<file path="src/rtl/mdio_mgmt_pkg.sv">
package mdio_mgmt_pkg;

  // register word indices (byte offset / 4)
  localparam logic [2:0] IDX_CFG  = 3'd0;
  localparam logic [2:0] IDX_CTRL = 3'd1;
  localparam logic [2:0] IDX_RDAT = 3'd2;
  localparam logic [2:0] IDX_WDAT = 3'd3;
  localparam logic [2:0] IDX_IRQ  = 3'd4;

  // bit positions the host relies on
  localparam int CFG_EN_BIT    = 8;
  localparam int CTL_START_BIT = 8;
  localparam int CTL_REG_LSB   = 16;
  localparam int CTL_PHY_LSB   = 24;
  localparam int CTL_OP_LSB    = 30;

  localparam int FLD_W  = 5;   // PHY / register address width
  localparam int DATA_W = 16;  // management data width
  localparam int BODY_W = 32;  // frame bits after the preamble

  localparam logic [1:0] OP_WRITE = 2'b01;
  localparam logic [1:0] OP_READ  = 2'b10;

  // strobes from the sequencer to the datapath
  typedef struct packed {
    logic load;     // parallel-load the outgoing frame
    logic shift;    // advance to the next outgoing bit
    logic capture;  // sample MDIO into the receive shifter
    logic commit;   // copy received word into the result register
    logic clear;    // host cleared the result register
  } mdioStrb_t;

endpackage

</file>
<file path="src/rtl/mdio_mgmt_dp.sv">
module mdio_mgmt_dp
  import mdio_mgmt_pkg::*;
#(
  parameter int DIV_W   = 8,
  parameter int PRE_LEN = 32
) (
  input  logic                 clk,
  input  logic                 rstN,
  input  logic [DIV_W-1:0]     divVal,
  input  logic                 clkRun,
  input  mdioStrb_t            strb,
  input  logic [PRE_LEN+BODY_W-1:0] frameWord,
  input  logic                 mdioIn,
  input  logic                 mdioOe,
  output logic                 tickRise,
  output logic                 tickFall,
  output logic                 mdc,
  output logic                 mdioOut,
  output logic [DATA_W-1:0]    rdHold
);

  localparam int FRAME_LEN = PRE_LEN + BODY_W;

  logic [DIV_W-1:0]     divCnt;
  logic                 mdcQ;
  logic [FRAME_LEN-1:0] txShift;
  logic [DATA_W-1:0]    rxShift;
  logic                 halfDone;

  // half-period divider: MDC toggles every divVal+1 clocks while running
  assign halfDone = clkRun && (divCnt == divVal);
  assign tickRise = halfDone && !mdcQ;
  assign tickFall = halfDone && mdcQ;

  always_ff @(posedge clk) begin
    if (!rstN) begin
      divCnt <= '0;
      mdcQ   <= 1'b0;
    end else if (!clkRun) begin
      divCnt <= '0;
      mdcQ   <= 1'b0;
    end else if (halfDone) begin
      divCnt <= '0;
      mdcQ   <= !mdcQ;
    end else begin
      divCnt <= divCnt + 1'b1;
    end
  end

  // outgoing frame, MSB first; ones fill in behind
  always_ff @(posedge clk) begin
    if (!rstN) begin
      txShift <= '0;
    end else if (strb.load) begin
      txShift <= frameWord;
    end else if (strb.shift) begin
      txShift <= {txShift[FRAME_LEN-2:0], 1'b1};
    end
  end

  // incoming data, MSB first
  always_ff @(posedge clk) begin
    if (!rstN) begin
      rxShift <= '0;
      rdHold  <= '0;
    end else begin
      if (strb.capture) rxShift <= {rxShift[DATA_W-2:0], mdioIn};
      if (strb.clear)       rdHold <= '0;
      else if (strb.commit) rdHold <= rxShift;
    end
  end

  assign mdc     = mdcQ;
  assign mdioOut = txShift[FRAME_LEN-1];

  AST_MDC_IDLE_LOW: assert property (@(posedge clk) disable iff (!rstN) !clkRun |=> !mdcQ);
  AST_MDO_MOVES_LOW: assert property (@(posedge clk) disable iff (!rstN) !$stable(mdioOut) |-> !mdcQ);
  AST_SAMPLE_RELEASED: assert property (@(posedge clk) disable iff (!rstN) strb.capture |-> !mdioOe);

endmodule

</file>
<file path="src/rtl/mdio_mgmt_ctrl.sv">
module mdio_mgmt_ctrl
  import mdio_mgmt_pkg::*;
#(
  parameter int ADDR_W  = 5,
  parameter int DIV_W   = 8,
  parameter int PRE_LEN = 32
) (
  input  logic                 clk,
  input  logic                 rstN,
  input  logic [ADDR_W-1:0]    busAddr,
  input  logic [31:0]          busWrData,
  input  logic                 busWr,
  input  logic                 busRd,
  output logic [31:0]          busRdData,
  input  logic                 tickRise,
  input  logic                 tickFall,
  input  logic [DATA_W-1:0]    rdHold,
  output logic [DIV_W-1:0]     divVal,
  output logic                 clkRun,
  output mdioStrb_t            strb,
  output logic [PRE_LEN+BODY_W-1:0] frameWord,
  output logic                 mdioOe
);

  localparam int FRAME_LEN = PRE_LEN + BODY_W;
  localparam int CNT_W     = $clog2(FRAME_LEN);
  localparam int IDXW      = ADDR_W - 2;
  localparam logic [CNT_W-1:0] LAST_BIT = CNT_W'(FRAME_LEN - 1);
  localparam logic [CNT_W-1:0] TA_BIT   = CNT_W'(PRE_LEN + 14);
  localparam logic [CNT_W-1:0] DATA_BIT = CNT_W'(PRE_LEN + 16);

  logic [IDXW-1:0]   idx;
  logic              selCfg, selCtl, selRdat, selWdat, selIrq;
  logic [DIV_W-1:0]  divQ;
  logic              enQ, busyQ, irqQ;
  logic [1:0]        opQ;
  logic [FLD_W-1:0]  phyQ, regQ;
  logic [DATA_W-1:0] wdQ;
  logic [CNT_W-1:0]  bitCnt;
  logic [1:0]        wrOp;
  logic              opValid, ready, startAcc, isRead, doneEv;
  logic [1:0]        taBits;
  logic [DATA_W-1:0] dataBits;
  logic [31:0]       rdMux;
  logic              unusedBits;

  assign idx     = busAddr[ADDR_W-1:2];
  assign selCfg  = busWr && (idx == IDXW'(IDX_CFG));
  assign selCtl  = busWr && (idx == IDXW'(IDX_CTRL));
  assign selRdat = busWr && (idx == IDXW'(IDX_RDAT));
  assign selWdat = busWr && (idx == IDXW'(IDX_WDAT));
  assign selIrq  = busWr && (idx == IDXW'(IDX_IRQ));
  assign unusedBits = ^{busAddr[1:0], busWrData};

  assign wrOp     = busWrData[CTL_OP_LSB +: 2];
  assign opValid  = (wrOp == OP_WRITE) || (wrOp == OP_READ);
  assign ready    = enQ && !busyQ;
  assign startAcc = selCtl && busWrData[CTL_START_BIT] && ready && opValid;
  assign isRead   = (opQ == OP_READ);
  assign doneEv   = busyQ && tickFall && (bitCnt == LAST_BIT);

  // configuration, payload and completion flag
  always_ff @(posedge clk) begin
    if (!rstN) begin
      divQ <= '0;
      enQ  <= 1'b0;
      wdQ  <= '0;
      irqQ <= 1'b0;
    end else begin
      if (selCfg) begin
        divQ <= busWrData[DIV_W-1:0];
        enQ  <= busWrData[CFG_EN_BIT];
      end
      if (selWdat) wdQ <= busWrData[DATA_W-1:0];
      if (doneEv)                         irqQ <= 1'b1;
      else if (startAcc)                  irqQ <= 1'b0;
      else if (selIrq && busWrData[0])    irqQ <= 1'b0;
    end
  end

  // control fields are frozen while a frame runs
  always_ff @(posedge clk) begin
    if (!rstN) begin
      opQ  <= '0;
      phyQ <= '0;
      regQ <= '0;
    end else if (selCtl && !busyQ) begin
      opQ  <= wrOp;
      phyQ <= busWrData[CTL_PHY_LSB +: FLD_W];
      regQ <= busWrData[CTL_REG_LSB +: FLD_W];
    end
  end

  // frame sequencer: one count per MDC falling edge
  always_ff @(posedge clk) begin
    if (!rstN) begin
      busyQ  <= 1'b0;
      bitCnt <= '0;
    end else if (!enQ) begin
      busyQ  <= 1'b0;
      bitCnt <= '0;
    end else if (startAcc) begin
      busyQ  <= 1'b1;
      bitCnt <= '0;
    end else if (busyQ && tickFall) begin
      bitCnt <= bitCnt + 1'b1;
      if (bitCnt == LAST_BIT) busyQ <= 1'b0;
    end
  end

  // outgoing frame assembled straight from the accepted control write
  always_comb begin
    taBits    = (wrOp == OP_WRITE) ? 2'b10 : 2'b11;
    dataBits  = (wrOp == OP_WRITE) ? wdQ : '1;
    frameWord = {{PRE_LEN{1'b1}}, 2'b01, wrOp,
                 busWrData[CTL_PHY_LSB +: FLD_W], busWrData[CTL_REG_LSB +: FLD_W],
                 taBits, dataBits};
  end

  always_comb begin
    strb.load    = startAcc;
    strb.shift   = busyQ && tickFall;
    strb.capture = busyQ && tickRise && isRead && (bitCnt >= DATA_BIT);
    strb.commit  = doneEv && isRead;
    strb.clear   = selRdat;
  end

  assign divVal = divQ;
  assign clkRun = busyQ;
  assign mdioOe = busyQ && (!isRead || (bitCnt < TA_BIT));

  // register readback, one cycle after the read strobe
  always_comb begin
    rdMux = '0;
    if (idx == IDXW'(IDX_CFG)) begin
      rdMux[DIV_W-1:0]  = divQ;
      rdMux[CFG_EN_BIT] = enQ;
    end else if (idx == IDXW'(IDX_CTRL)) begin
      rdMux[CTL_OP_LSB +: 2]      = opQ;
      rdMux[CTL_PHY_LSB +: FLD_W] = phyQ;
      rdMux[CTL_REG_LSB +: FLD_W] = regQ;
      rdMux[0]                    = ready;
    end else if (idx == IDXW'(IDX_RDAT)) begin
      rdMux[DATA_W-1:0] = rdHold;
    end else if (idx == IDXW'(IDX_WDAT)) begin
      rdMux[DATA_W-1:0] = wdQ;
    end else if (idx == IDXW'(IDX_IRQ)) begin
      rdMux[0] = irqQ;
    end
  end

  always_ff @(posedge clk) begin
    if (!rstN)      busRdData <= '0;
    else if (busRd) busRdData <= rdMux;
  end

  AST_START_DROPS_READY: assert property (@(posedge clk) disable iff (!rstN) (selCtl && busWrData[CTL_START_BIT] && enQ && !busyQ && opValid) |=> !ready);
  AST_BAD_OP_IGNORED: assert property (@(posedge clk) disable iff (!rstN) (selCtl && busWrData[CTL_START_BIT] && ready && !opValid) |=> (ready && !clkRun));
  AST_BUSY_FIELDS_HELD: assert property (@(posedge clk) disable iff (!rstN) (busyQ && selCtl) |=> ($stable(opQ) && $stable(phyQ) && $stable(regQ)));
  AST_FLAG_W1C: assert property (@(posedge clk) disable iff (!rstN) (selIrq && busWrData[0] && !doneEv) |=> !irqQ);
  AST_DISABLED_IDLE: assert property (@(posedge clk) disable iff (!rstN) !enQ |=> !clkRun);

endmodule

</file>
<file path="src/rtl/mdio_mgmt_master.sv">
module mdio_mgmt_master
  import mdio_mgmt_pkg::*;
#(
  parameter int ADDR_W  = 5,
  parameter int DIV_W   = 8,
  parameter int PRE_LEN = 32
) (
  input  logic              clk,
  input  logic              rstN,
  input  logic [ADDR_W-1:0] busAddr,
  input  logic [31:0]       busWrData,
  input  logic              busWr,
  input  logic              busRd,
  output logic [31:0]       busRdData,
  output logic              mdc,
  output logic              mdioOut,
  output logic              mdioOe,
  input  logic              mdioIn
);

  localparam int FRAME_LEN = PRE_LEN + BODY_W;

  mdioStrb_t             strb;
  logic [DIV_W-1:0]      divVal;
  logic                  clkRun, tickRise, tickFall;
  logic [FRAME_LEN-1:0]  frameWord;
  logic [DATA_W-1:0]     rdHold;

  mdio_mgmt_ctrl #(.ADDR_W(ADDR_W), .DIV_W(DIV_W), .PRE_LEN(PRE_LEN)) u_ctrl (
    .clk(clk), .rstN(rstN),
    .busAddr(busAddr), .busWrData(busWrData), .busWr(busWr), .busRd(busRd),
    .busRdData(busRdData),
    .tickRise(tickRise), .tickFall(tickFall), .rdHold(rdHold),
    .divVal(divVal), .clkRun(clkRun), .strb(strb), .frameWord(frameWord),
    .mdioOe(mdioOe)
  );

  mdio_mgmt_dp #(.DIV_W(DIV_W), .PRE_LEN(PRE_LEN)) u_dp (
    .clk(clk), .rstN(rstN),
    .divVal(divVal), .clkRun(clkRun), .strb(strb), .frameWord(frameWord),
    .mdioIn(mdioIn), .mdioOe(mdioOe),
    .tickRise(tickRise), .tickFall(tickFall),
    .mdc(mdc), .mdioOut(mdioOut), .rdHold(rdHold)
  );

endmodule

</file>
<file path="config.mk">
export PLATFORM = sky130hd
export DESIGN_NAME = mdio_mgmt_master
export DESIGN_NICKNAME = d
export VERILOG_FILES = /design/src/rtl/mdio_mgmt_pkg.sv /design/src/rtl/mdio_mgmt_dp.sv /design/src/rtl/mdio_mgmt_ctrl.sv /design/src/rtl/mdio_mgmt_master.sv
export SDC_FILE = /design/constraint.sdc
export NUM_CORES = 1
export LEC_CHECK = 0
export BUFFER_PORTS_ARGS = -buffer_cell sky130_fd_sc_hd__buf_2
export CAP_MARGIN = 20
export CORE_MARGIN = 3
export CORE_UTILIZATION = 60
export CTS_CLUSTER_DIAMETER = 60
export CTS_CLUSTER_SIZE = 12
export DETAILED_ROUTE_END_ITERATION = 10
export PLACE_DENSITY = 0.81
export SLEW_MARGIN = 20
export SYNTH_ARGS = -nofsm -noshare
export SYNTH_HDL_FRONTEND = slang
export SYNTH_SLANG_ARGS = --single-unit
</file>
<file path="constraint.sdc">
create_clock -name clk -period 4.3 [get_ports clk]
set_input_delay 0.86 -clock clk [delete_from_list [all_inputs] [get_ports clk]]
set_output_delay 0.86 -clock clk [all_outputs]
set_load 0.1 [all_outputs]
</file>
**Word level (Yosys, flattened, before mapping)**

Index checks and enable logic that the tools add are counted.

- Memories: 0
- Logic and storage cells: 92
- Input bits: 42
- Bits in latches: 0
- Output and inout port bits: 35
- Bits in registers: 178
- Memory bits (read-only): 0
- Memory bits (writable): 0

- Muxes and demuxes: 23
- Divide/modulo/power cells: 0
- Shifts and indexed selects: 0
- Add/subtract/negate cells: 2
- $mul: 0
- Reduce and logical (&&, ||, !) cells: 37
- Eq/ne operators: 9
- Bitwise gates (word level): 3
- Order comparisons: 2

Operators with widths:

| kind | count |
|---|---|
| $mux 64 | 2 |
| $mux 16 | 2 |
| $mux 15 | 2 |
| $logic_and 1x1->1 | 21 |
| $mux 5 | 3 |
| $mux 12 | 1 |
| $mux 1 | 10 |
| $mux 9 | 1 |
| $add 8x1->8 const B | 1 |
| $eq 8x8->1 | 1 |
| $add 6x1->6 const B | 1 |
| $eq 3x2->1 const B | 2 |
| $eq 6x6->1 const B | 1 |
| $ge 6x6->1 const B | 1 |
| $lt 6x6->1 const B | 1 |
| $reduce_and 2->1 | 3 |
| $reduce_or 3->1 | 2 |
| $eq 2x2->1 const B | 2 |
| $mux 2 | 2 |
| $reduce_bool 2->1 | 2 |
| $reduce_or 2->1 | 2 |
| $eq 3x1->1 const B | 1 |
| $eq 3x3->1 const B | 1 |
| $logic_not 1->1 | 3 |
| 5 further kinds | 8 |

**Depth between registers and ports, before layout**

Gate-level depths: netlist of the first run.

- Depth in word-level cells: 7
- Gate-level depth with buffers: 9
- Mapped depth without buffers: 7

**Cells and area by module**

From an unflattened synthesis of the first run, not the netlist that was laid out.

- Cell total of the unflattened synthesis: 935
- Area, all modules: 8485.6 µm²

By module, submodules not included:

| module | times used | area an instance (µm²) | cells an instance |
|---|---|---|---|
| mdio_mgmt_dp | 1 | 4682.0 | 500 |
| mdio_mgmt_ctrl | 1 | 3803.6 | 435 |

**Least setup slack after synthesis of the first run**

Ideal clock, no wire load.

- Path type: flip-flop to output port
- Start: register u_ctrl.bitCnt[3]
- End: output port mdioOe
- Path buffers: 0
- Setup slack: 1.404 ns
- Stages on the path, launching flop included: 3
- Required time: 3.440 ns
- Arrival time: 2.036 ns
- Path through: dfxtp_1 > a31o_2 > a21oi_1

- Longest elaborated chain between the ends: 3

RTL lines:

| element | RTL line | source |
|---|---|---|
| start, declared | mdio_mgmt_ctrl.sv:39 | `logic [CNT_W-1:0] bitCnt;` |
| start signal, assigned | mdio_mgmt_ctrl.sv:106 | `bitCnt <= bitCnt + 1'b1;` |
| $lt 6x6->1 | mdio_mgmt_ctrl.sv:130 | `assign mdioOe = busyQ && (!isRead \|\| (bitCnt < TA_BIT));` |
| $logic_or 1x1->1 | mdio_mgmt_ctrl.sv:130 |  |
| $logic_and 1x1->1 | mdio_mgmt_ctrl.sv:130 |  |
| end, declared | mdio_mgmt_master.sv:17 | `output logic mdioOe,` |

Every way passes these cells.

**Final worst setup path of the first run**

- Start: input port busAddr[2]
- End: register u_dp.txShift[4]

- Longest elaborated chain between the ends: 6

RTL lines:

| element | RTL line | source |
|---|---|---|
| start, declared | mdio_mgmt_master.sv:10 | `input logic [ADDR_W-1:0] busAddr,` |
| $eq 3x1->1 (*) | mdio_mgmt_ctrl.sv:49 | `assign selCtl = busWr && (idx == IDXW'(IDX_CTRL));` |
| $logic_and 1x1->1 (*) | mdio_mgmt_ctrl.sv:49 |  |
| $logic_and 1x1->1 (*) (3 in series) | mdio_mgmt_ctrl.sv:58 | `assign startAcc = selCtl && busWrData[CTL_START_BIT] && ready && opValid;` |
| $mux 64 or $reduce_bool 2->1 (tied branches) | - |  |
| end signal, assigned | mdio_mgmt_dp.sv:55 | `txShift <= frameWord;` |
| end signal, assigned | mdio_mgmt_dp.sv:57 | `txShift <= {txShift[FRAME_LEN-2:0], 1'b1};` |
| end, declared | mdio_mgmt_dp.sv:26 | `logic [FRAME_LEN-1:0] txShift;` |

Every way passes the cells marked *; elsewhere a longest branch is shown, timed or not.
A chain may end at the register's enable or synchronous reset.

==> results of run 1 <==
==> power by group through the flow <==
stage                     registers (mW)  logic [mW]  clock network (mW)
after floorplan                     1.70      0.0949                   0
after global placement              1.70       0.138                   0
after detailed placement            1.70       0.138                   0
after CTS                           1.66       0.140                1.49
after global routing                1.66       0.151                1.56
final                               1.66       0.141                1.48
==> critical path, stage by stage <==
cell and delay [ps]:
buf_2 510, and4bb_4 370, nand4_1 460, buf_4 450
a21oi_1 150, a31oi_1 50, a21boi_0 210
==> area by class of cell <==
type / count / area (sq um) / area share
clock buffer: 23 / 488 / 0.0559
multi-input combinational: 595 / 3830 / 0.438
inverter: 36 / 135 / 0.0155
sequential: 178 / 3560 / 0.408
clock inverter: 9 / 80.1 / 0.00917
timing repair buffer: 78 / 423 / 0.0484
tap: 172 / 215 / 0.0246
==> metrics by stage <==
stage          worst slack (ps)   util  instances
6_report                   1540  0.684       1091
5_1_grt                    1260  0.684       1091
4_1_cts                    1600  0.684       1091
3_5_place_dp               1160  0.639       1059
3_3_place_gp               1210  0.639       1059
2_1_floorplan              1400      -        896
==> cell usage in the layout (no fill, tap or decap), drive strengths merged, types with 4 or more instances in the layout <==
master  count
o22ai      15
o31ai      18
nor2       49
conb        4
a21oi      58
nand2b      4
nand3      13
xor2       11
a32oi      12
nand4      21
inv        36
nand2      78
and2       14
o211ai     29
mux2i      43
nor2b      43
buf        78
clkbuf     23
a31oi      16
o211a      35
dfxtp     178
clkinv      7
o21ai      39
and3       11
a21boi     55
==> cells by family after synthesis <==
family,count (synthesis),synth area share
AND/OR/NAND/NOR,245,0.157
AO/OA/AOI/OAI,283,0.246
flip-flops,178,0.450
buffers and inverters,123,0.0672
XOR/XNOR,14,0.0155
multiplexers,46,0.0587
adder cells (fa/ha/maj),3,0.00475
other,1,0.000474
==> flip-flops by register name (all words and copies together) (netlist names), 2 cells and up <==
| register | cells |
|---|---|
| u_dp.divCnt | 8 |
| u_dp.rdHold | 16 |
| u_dp.rxShift | 16 |
| u_ctrl.regQ | 5 |
| u_dp.txShift | 64 |
| u_ctrl.busRdData | 28 |
| u_ctrl.divVal | 8 |
| u_ctrl.wdQ | 16 |
| u_ctrl.phyQ | 5 |
| u_ctrl.opQ | 2 |
| u_ctrl.bitCnt | 6 |
==> per-layer routing <==
metal / vias up / track usage
met5: - / 0
met1: 3170 / 0.342
met4: 0 / 0.0956
met3: 35 / 0.0477
li1: 3179 / -
met2: 219 / 0.407
==> final timing paths <==
check	slack [ps]	end	start
max reg2reg	2110	u_dp.txShift[36]	u_dp.mdc
min reg2reg	460	u_dp.rdHold[11]	u_dp.rdHold[11]
min	460	u_dp.rdHold[11]	u_dp.rdHold[11]
max	1540	u_dp.txShift[4]	busAddr[2]
==> flow_summary_export.csv, run 1 <==
group,metric,value,unit
clock_tree,clk_latency,430,ps
logic_synthesis,yosysUniqueCellTypes,45,
min_path,whs_path_depth,2,
pwr,seqPwrFrac,0.506,
timing,skew,8.79,ps
timing,finalHoldViolCount,0,
clock_tree,cts_setup_buffers,0,
logic_synthesis,yosys_register_bits,178,
pwr,p_int,2.56,mW
global_route,globalRoute.totalOverflow,0,
route,wl_met2,8640,um
clock_tree,path_clk_slew,60,ps
die,dieWidth,121,um
die,die_h,121,um
route,viasPerCell,6.05,
pwr,swShare,0.223,
route,drc,0,
logic_synthesis,syn_avg_cell_area,8.86,sq um
pwr,peakVddDrop,0.282,mV
timing,max-slew-margin-rel,0.459,
finish,synthToLayoutAreaGrowth,10.4,%
logic_synthesis,synth_top_area_cell,"dfxtp_1",
worst_setup_path,critPathLaunchType,"input port",
logic_synthesis,synth.area.top_cells,"dfxtp_1, mux2i_1, a21boi_0, o211a_1, nand2_1",
logic_synthesis,yosysSeqAreaShare,0.450,
global_route,antenna_found_initial,0,
route,wire_per_inst,16.8,um
pwr,switchingPower,0.733,mW
logic_synthesis,synth_edf_count,0,
pwr,p_per_area,377,nW/um^2
clock_tree,cts.sinks,178,
route,met1_length,8290,um
global_route,grt_max_degree,90,
timing,max_freq,0.363,GHz
finish,final_area,8730,sq um
timing,layout_min_cycle_time,2760,ps
timing,finalCritPeriodShare,0.641,
logic_synthesis,synthesis.area,7910,sq um
timing,rsz0062_at_grt,"false",
clock_tree,root_buffer,"clkbuf_16",
clock_tree,cts_buffers,17,
pwr,leakagePower,3.48,nW
placed_design,io_buffers,66,
global_route,grt_pass1_wl,30300,um
clock_tree,postCtsResizedCells,0,
status,outcome,"completed",
global_route,grt_pass1_vias,6146,
worst_setup_path,worst-path-max-fanout,35,
global_route,track_usage,0.254,
pwr,clkPwrFrac,0.451,
route,highest_layer,"met4",
die,start_util,0.619,
logic_synthesis,synth-main-ff-cell,"dfxtp_1",
clock_tree,cts_buffer_depth,2,
die,coreArea,12800,sq um
timing,finalSetupViolCount,0,
min_path,min_path_type,"flip-flop to flip-flop",
logic_synthesis,synth_top_area_share,0.450,
die,design.die.area,14600,sq um
worst_setup_path,reg2reg_depth,5,
logic_synthesis,yosysMostFrequentCell,"dfxtp_1",
finish,nets,951,
logic_synthesis,ys_top_cells_by_count,"dfxtp_1, nand2_1, a21oi_1",
die,ios,77,
pwr,combPwrFrac,0.043,
timing,whs,464,ps
flow_run,drv_cap,0,
finish,diodes,0,
route,drt-total-wl,18300,um
worst_setup_path,worstPathArrival,3100,ps
route,via_count,6603,
placed_design,place_hpwl,11200,um
finish,n_fill_cell,985,
timing,worst_slew_pin_slew,810,ps
logic_synthesis,ys_warn_count,0,
route,antenna_left,0,
route,routed-wl-met3,974,um
worst_setup_path,cp.required,4640,ps
timing,finalMaxSlewViolations,0,
clock_tree,hold_buffers,0,
logic_synthesis,postSynthCellCount,893,
finish,post_route_cells_drive_above_1_share,0.129,
route,drt_iter0_drc,829,
pwr,total_power,3.29,mW
worst_setup_path,path_class,"input port to flip-flop",
clock_tree,cts_max_level,4,
timing,setup-tns-final,0,ps
logic_synthesis,synthArstFlopShare,0,
placed_design,placed_cell_area,8160,sq um
route,firstDrtPassIters,5,
worst_setup_path,crit_path_end_kind,"flip-flop",
die,core.rowCount,41,
placed_design,routabilityCongestion,0.846,
clock_tree,cts_tree,"yes",
Note: power is estimated with default switching activity, not from simulation.
==> inputs of run 2 (changes only) <==
Settings changed: ABC_AREA set to 1, CORE_UTILIZATION 60 to 53, PLACE_DENSITY 0.81 to 0.76.
Clock period 4.3 ns to 2.4 ns, I/O delays scaled along.
==> flow_summary_export.csv, run 2 <==
group,metric,value,unit
status,outcome,"completed",
die,ios,77,
logic_synthesis,yosysMostFrequentCell,"nand2_1",
route,drt-total-wl,17800,um
logic_synthesis,synth_edf_count,0,
finish,final_common_cell,"nand2_1",
global_route,globalRoute.totalOverflow,0,
timing,whs,266,ps
finish,final_util,0.629,
global_route,track_usage,0.228,
timing,skew,10.8,ps
finish,synthToLayoutAreaGrowth,14.2,%
worst_setup_path,worstPathArrival,1820,ps
logic_synthesis,synth.area.top_cells,"dfxtp_1, nand2_1, nor2_1, o21ai_0, a21oi_1",
timing,finalCritPeriodShare,0.956,
logic_synthesis,synth_top_area_share,0.481,
pwr,leakagePower,3.45,nW
timing,setup-tns-final,0,ps
finish,final_cells,1239,
worst_setup_path,cp_slowest_stage_delay,520,ps
worst_setup_path,crit_slowest_cell,"dfxtp_1",
clock_tree,cts_buffer_depth,2,
logic_synthesis,postSynthCellCount,1009,
timing,finalSetupViolCount,0,
die,die_h,124,um
clock_tree,postCtsResizedCells,0,
timing,max_freq,0.436,GHz
route,viasPerCell,5.44,
finish,most-common-layout-cells,"nand2_1, dfxtp_1, nor2_1",
pwr,peakVddDrop,0.576,mV
route,drc,0,
worst_setup_path,worstPathCellList,"nand2_1, a41oi_2, buf_2",
logic_synthesis,yosysSeqAreaShare,0.481,
clock_tree,cts.sinks,178,
route,routed-wl-met3,1100,um
route,highest_layer,"met4",
timing,layout_min_cycle_time,2300,ps
clock_tree,cts_setup_buffers,0,
logic_synthesis,ys_warn_count,0,
route,antenna_left,0,
clock_tree,cts_buffers,17,
route,wire_per_inst,14.4,um
worst_setup_path,cp.required,1920,ps
clock_tree,path_clk_slew,70,ps
timing,max-slew-margin-rel,0.591,
route,firstDrtPassIters,5,
pwr,p_per_area,738,nW/um^2
global_route,grt_max_degree,58,
worst_setup_path,path_class,"flip-flop to output pin",
timing,worst_slew_pin_slew,614,ps
clock_tree,clk_latency,440,ps
route,met1_length,8350,um
route,wl_met2,7980,um
finish,regMostFlops,"u_dp.txShift",
clock_tree,cts_tree,"yes",
finish,nets,1095,
flow_run,drv_cap,0,
placed_design,placed_cells,1207,
timing,rsz0062_at_grt,"false",
logic_synthesis,syn_avg_cell_area,7.34,sq um
finish,n_fill_cell,1236,
placed_design,routabilityCongestion,0.939,
die,coreArea,13500,sq um
timing,finalHoldViolCount,0,
global_route,antenna_found_initial,0,
worst_setup_path,worst-path-max-fanout,10,
clock_tree,root_buffer,"clkbuf_16",
worst_setup_path,critPathTopFamily,"flip-flops",
die,design.die.area,15400,sq um
route,drt_iter0_drc,633,
worst_setup_path,critPathLaunchType,"flip-flop",
placed_design,io_buffers,66,
logic_synthesis,synth_top_area_cell,"dfxtp_1",
logic_synthesis,ys_top_cells_by_count,"nand2_1, dfxtp_1, nor2_1",
clock_tree,hold_buffers,0,
finish,post_route_cells_drive_above_1_share,0.134,
finish,multi_input_area,3270,sq um
global_route,grt_pass1_vias,5953,
global_route,grt_pass1_wl,29100,um
logic_synthesis,synthesis.area,7410,sq um
finish,largest_reg_flops,64,
worst_setup_path,crit_path_end_kind,"output pin",
clock_tree,cts_max_level,4,
logic_synthesis,synth-main-ff-cell,"dfxtp_1",
route,via_count,6736,
logic_synthesis,yosysUniqueCellTypes,33,
logic_synthesis,yosys_register_bits,178,
finish,largestRegisters,"u_dp.txShift x64, u_ctrl.busRdData x28",
worst_setup_path,cp_num_buf_inv,1,
finish,diodes,0,
timing,finalMaxSlewViolations,0,
die,start_util,0.551,
finish,register_area,3560,sq um
die,dieWidth,124,um
placed_design,place_hpwl,11800,um
die,core.rowCount,42,
min_path,min_path_type,"input port to flip-flop",
logic_synthesis,synthArstFlopShare,0,
run 2: final timing paths:
path         slack (ps)           start                   end  cells after the start
max                 100   u_ctrl.clkRun                mdioOe                      3
min reg2reg         460  u_ctrl.phyQ[4]  u_ctrl.busRdData[28]                      2
min                 270          mdioIn       u_dp.rxShift[0]                      3
max reg2reg         340   u_ctrl.clkRun       u_dp.rdHold[14]                     10
run 2: logic make-up (layout without fill, tap and decap cells):
logic type	count (synthesis)	count (layout)	share of synthesized area
AOI/OAI and AO/OA	201	201	0.147
xor gates and xnor gates	7	7	0.00828
adders and majority gates	3	3	0.00507
buffers and inverters	145	196	0.0792
DFF	178	178	0.481
other	1	4	0.000506
and+or+nand+nor	474	474	0.279
run 2: worst reg2reg max path: cells and delay by family, from the launching register on:
family | cells | cell delay, ps
simple gates | 7 | 860
flops | 1 | 520
buf+inv | 2 | 410
compound gates | 1 | 160
run 2: where the power goes:
group	switching (mW)	internal, mW	leakage [nW]
Sequential	0.0168	2.99	1.44
Clock	1.18	1.61	0.289
Combinational	0.343	0.0971	1.72
Total	1.54	4.70	3.45
run 2: metrics by stage:
| stage | power, mW | instance area (sq um) | setup WS [ps] |
|---|---|---|---|
| finish | 6.24 | 8460 | 105 |
| global route | 6.41 | 8460 | 30.7 |
| CTS | 6.25 | 8460 | 91.4 |
| detailed placement | 3.51 | 7860 | 268 |
| global placement | 3.50 | 7860 | 365 |
| floorplan | 3.39 | 7420 | 258 |
run 2: layout make-up:
class | count | area share
repair buffers | 87 | 0.0607
clock buffers | 20 | 0.0552
well taps | 176 | 0.0260
flip-flops and latches | 178 | 0.421
inverters | 77 | 0.0342
clock inverters | 12 | 0.0152
multi-input cells | 689 | 0.387
run 2: per-layer routing:
layer,vias up,global-route usage
met3,34,0.0546
met4,0,0.0825
li1,3407,-
met5,-,0
met2,221,0.354
met1,3074,0.312
==> inputs of run 3 (changes only) <==
Settings changed: CORE_MARGIN 3 to not set, REMOVE_ABC_BUFFERS set to 1.
==> flow_summary_export.csv, run 3 (synthesized netlist as in run 2, its figures left out) <==
group,metric,value,unit
placed_design,place_hpwl,11300,um
route,via_count,6743,
timing,whs,271,ps
worst_setup_path,crit_path_start,"u_ctrl.bitCnt[4]",
min_path,min-delay-start,"mdioIn",
route,wire_per_inst,13.9,um
pwr,p_per_area,726,nW/um^2
finish,final_area,8450,sq um
min_path,min_path_type,"input port to flip-flop",
finish,regMostFlops,"u_dp.txShift",
die,ios,77,
clock_tree,root_buffer,"clkbuf_16",
worst_setup_path,cp_slowest_stage_delay,470,ps
global_route,grt_pass1_wl,28300,um
clock_tree,cts_setup_buffers,0,
route,drt-total-wl,17200,um
clock_tree,cts_buffers,17,
timing,rsz0062_at_grt,"false",
worst_setup_path,cp_num_buf_inv,2,
clock_tree,clk_latency,430,ps
die,die_h,120,um
die,dieWidth,120,um
clock_tree,hold_buffers,0,
clock_tree,cts.sinks,178,
global_route,track_usage,0.243,
global_route,antenna_found_initial,0,
worst_setup_path,worst-path-max-fanout,4,
finish,most-common-layout-cells,"nand2_1, dfxtp_1, nor2_1",
route,antenna_left,0,
flow_run,drv_cap,0,
worst_setup_path,worstPathCellList,"nand2_1, inv_1, nand2_1, nand2_1, a41oi_1, buf_2",
timing,skew,9.61,ps
worst_setup_path,worstPathArrival,1720,ps
status,outcome,"completed",
global_route,globalRoute.totalOverflow,0,
clock_tree,cts_buffer_depth,2,
placed_design,routabilityCongestion,0.873,
global_route,grt_pass1_vias,5876,
timing,finalMaxSlewViolations,0,
finish,largest_reg_flops,64,
timing,layout_min_cycle_time,2200,ps
placed_design,placed_cell_area,7870,sq um
timing,max_freq,0.455,GHz
pwr,peakVddDrop,0.635,mV
finish,synthToLayoutAreaGrowth,14.1,%
pwr,leakagePower,3.44,nW
die,design.die.area,14500,sq um
finish,largestRegisters,"u_dp.txShift x64, u_ctrl.busRdData x28",
worst_setup_path,rr_startpoint,"u_dp.divCnt[4]",
timing,fin_ws,200,ps
finish,nets,1096,
worst_setup_path,path_class,"flip-flop to output pin",
finish,post_route_cells_drive_above_1_share,0.133,
finish,diodes,0,
clock_tree,path_clk_slew,60,ps
timing,worst_slew_pin_slew,615,ps
route,viasPerCell,5.44,
worst_setup_path,crit_path_end_kind,"output pin",
global_route,grt_max_degree,57,
clock_tree,cts_max_level,4,
finish,final_util,0.628,
worst_setup_path,cp.required,1920,ps
finish,final_common_cell,"nand2_1",
die,core.rowCount,42,
finish,n_fill_cell,1238,
route,drc,0,
timing,finalSetupViolCount,0,
die,start_util,0.551,
route,firstDrtPassIters,7,
timing,finalCritPeriodShare,0.917,
timing,max-slew-margin-rel,0.590,
clock_tree,postCtsResizedCells,0,
clock_tree,cts_tree,"yes",
worst_setup_path,crit_top_cell,"nand2_1",
worst_setup_path,crit_slowest_cell,"buf_2",
placed_design,io_buffers,66,
route,drt_iter0_drc,578,
worst_setup_path,critPathTopFamily,"buffers and inverters",
die,coreArea,13500,sq um
timing,finalHoldViolCount,0,
placed_design,post-place-ws,394,ps
worst_setup_path,critPathLaunchType,"flip-flop",
==> run 3: changes by cell type in the layout (fill, tap and decap cells not counted), sizes merged <==
cell / delta
inv: -1
buf: +1
clkinv: -1
bufinv: -1
clkinvlp: +3
==> run 3: area by class of cell <==
| type | instances | area (sq um) | area share |
|---|---|---|---|
| well taps | 176 | 220 | 0.0261 |
| flip-flops and latches | 178 | 3560 | 0.422 |
| clock buffers | 20 | 467 | 0.0553 |
| repair buffers | 88 | 533 | 0.0631 |
| multi-input cells | 689 | 3270 | 0.387 |
| clock inverters | 12 | 108 | 0.0127 |
| inverters | 77 | 289 | 0.0342 |
==> run 3: worst paths after layout <==
path	to	slack (ps)	cells after the start
worst max register to register	u_dp.rxShift[4]	440	10
worst max-delay path	mdioOe	200	6
worst min-delay path	u_dp.rxShift[0]	270	3
worst min register to register	u_ctrl.regQ[4]	460	2
==> run 3: worst register-to-register path, cell delays in order (launching register included) <==
cell and delay [ps]:
dfxtp_1 420, inv_2 50, nand2_1 120, nand2_1 80, nor2_1 110, nand2_1 100, nor2_4 170, nand4_4 280
inv_2 340, nor2_1 80, nor3_1 140
==> run 3: power by group <==
part / switching [mW] / total, mW / internal [mW]
Clock: 1.17 / 2.68 / 1.51
Sequential: 0.0184 / 3.01 / 2.99
Combinational: 0.339 / 0.438 / 0.0997
Total: 1.53 / 6.13 / 4.60
==> run 3: metal layers <==
metal / vias to the layer above / global-route usage / share of wire
li1: 3417 / - / -
met1: 3101 / 0.339 / 0.48
met2: 205 / 0.381 / 0.44
met3: 20 / 0.0495 / 0.063
met4: 0 / 0.0733 / 0.013
met5: - / 0 / 0
==> run 3: metrics by stage <==
step	setup TNS, ps	power [mW]	std cells
2_1_floorplan	-46700	3.35	944
5_1_grt	0	6.33	1240
6_report	0	6.13	1240
4_1_cts	0	6.14	1240
3_3_place_gp	0	3.50	1208
3_5_place_dp	0	3.51	1208
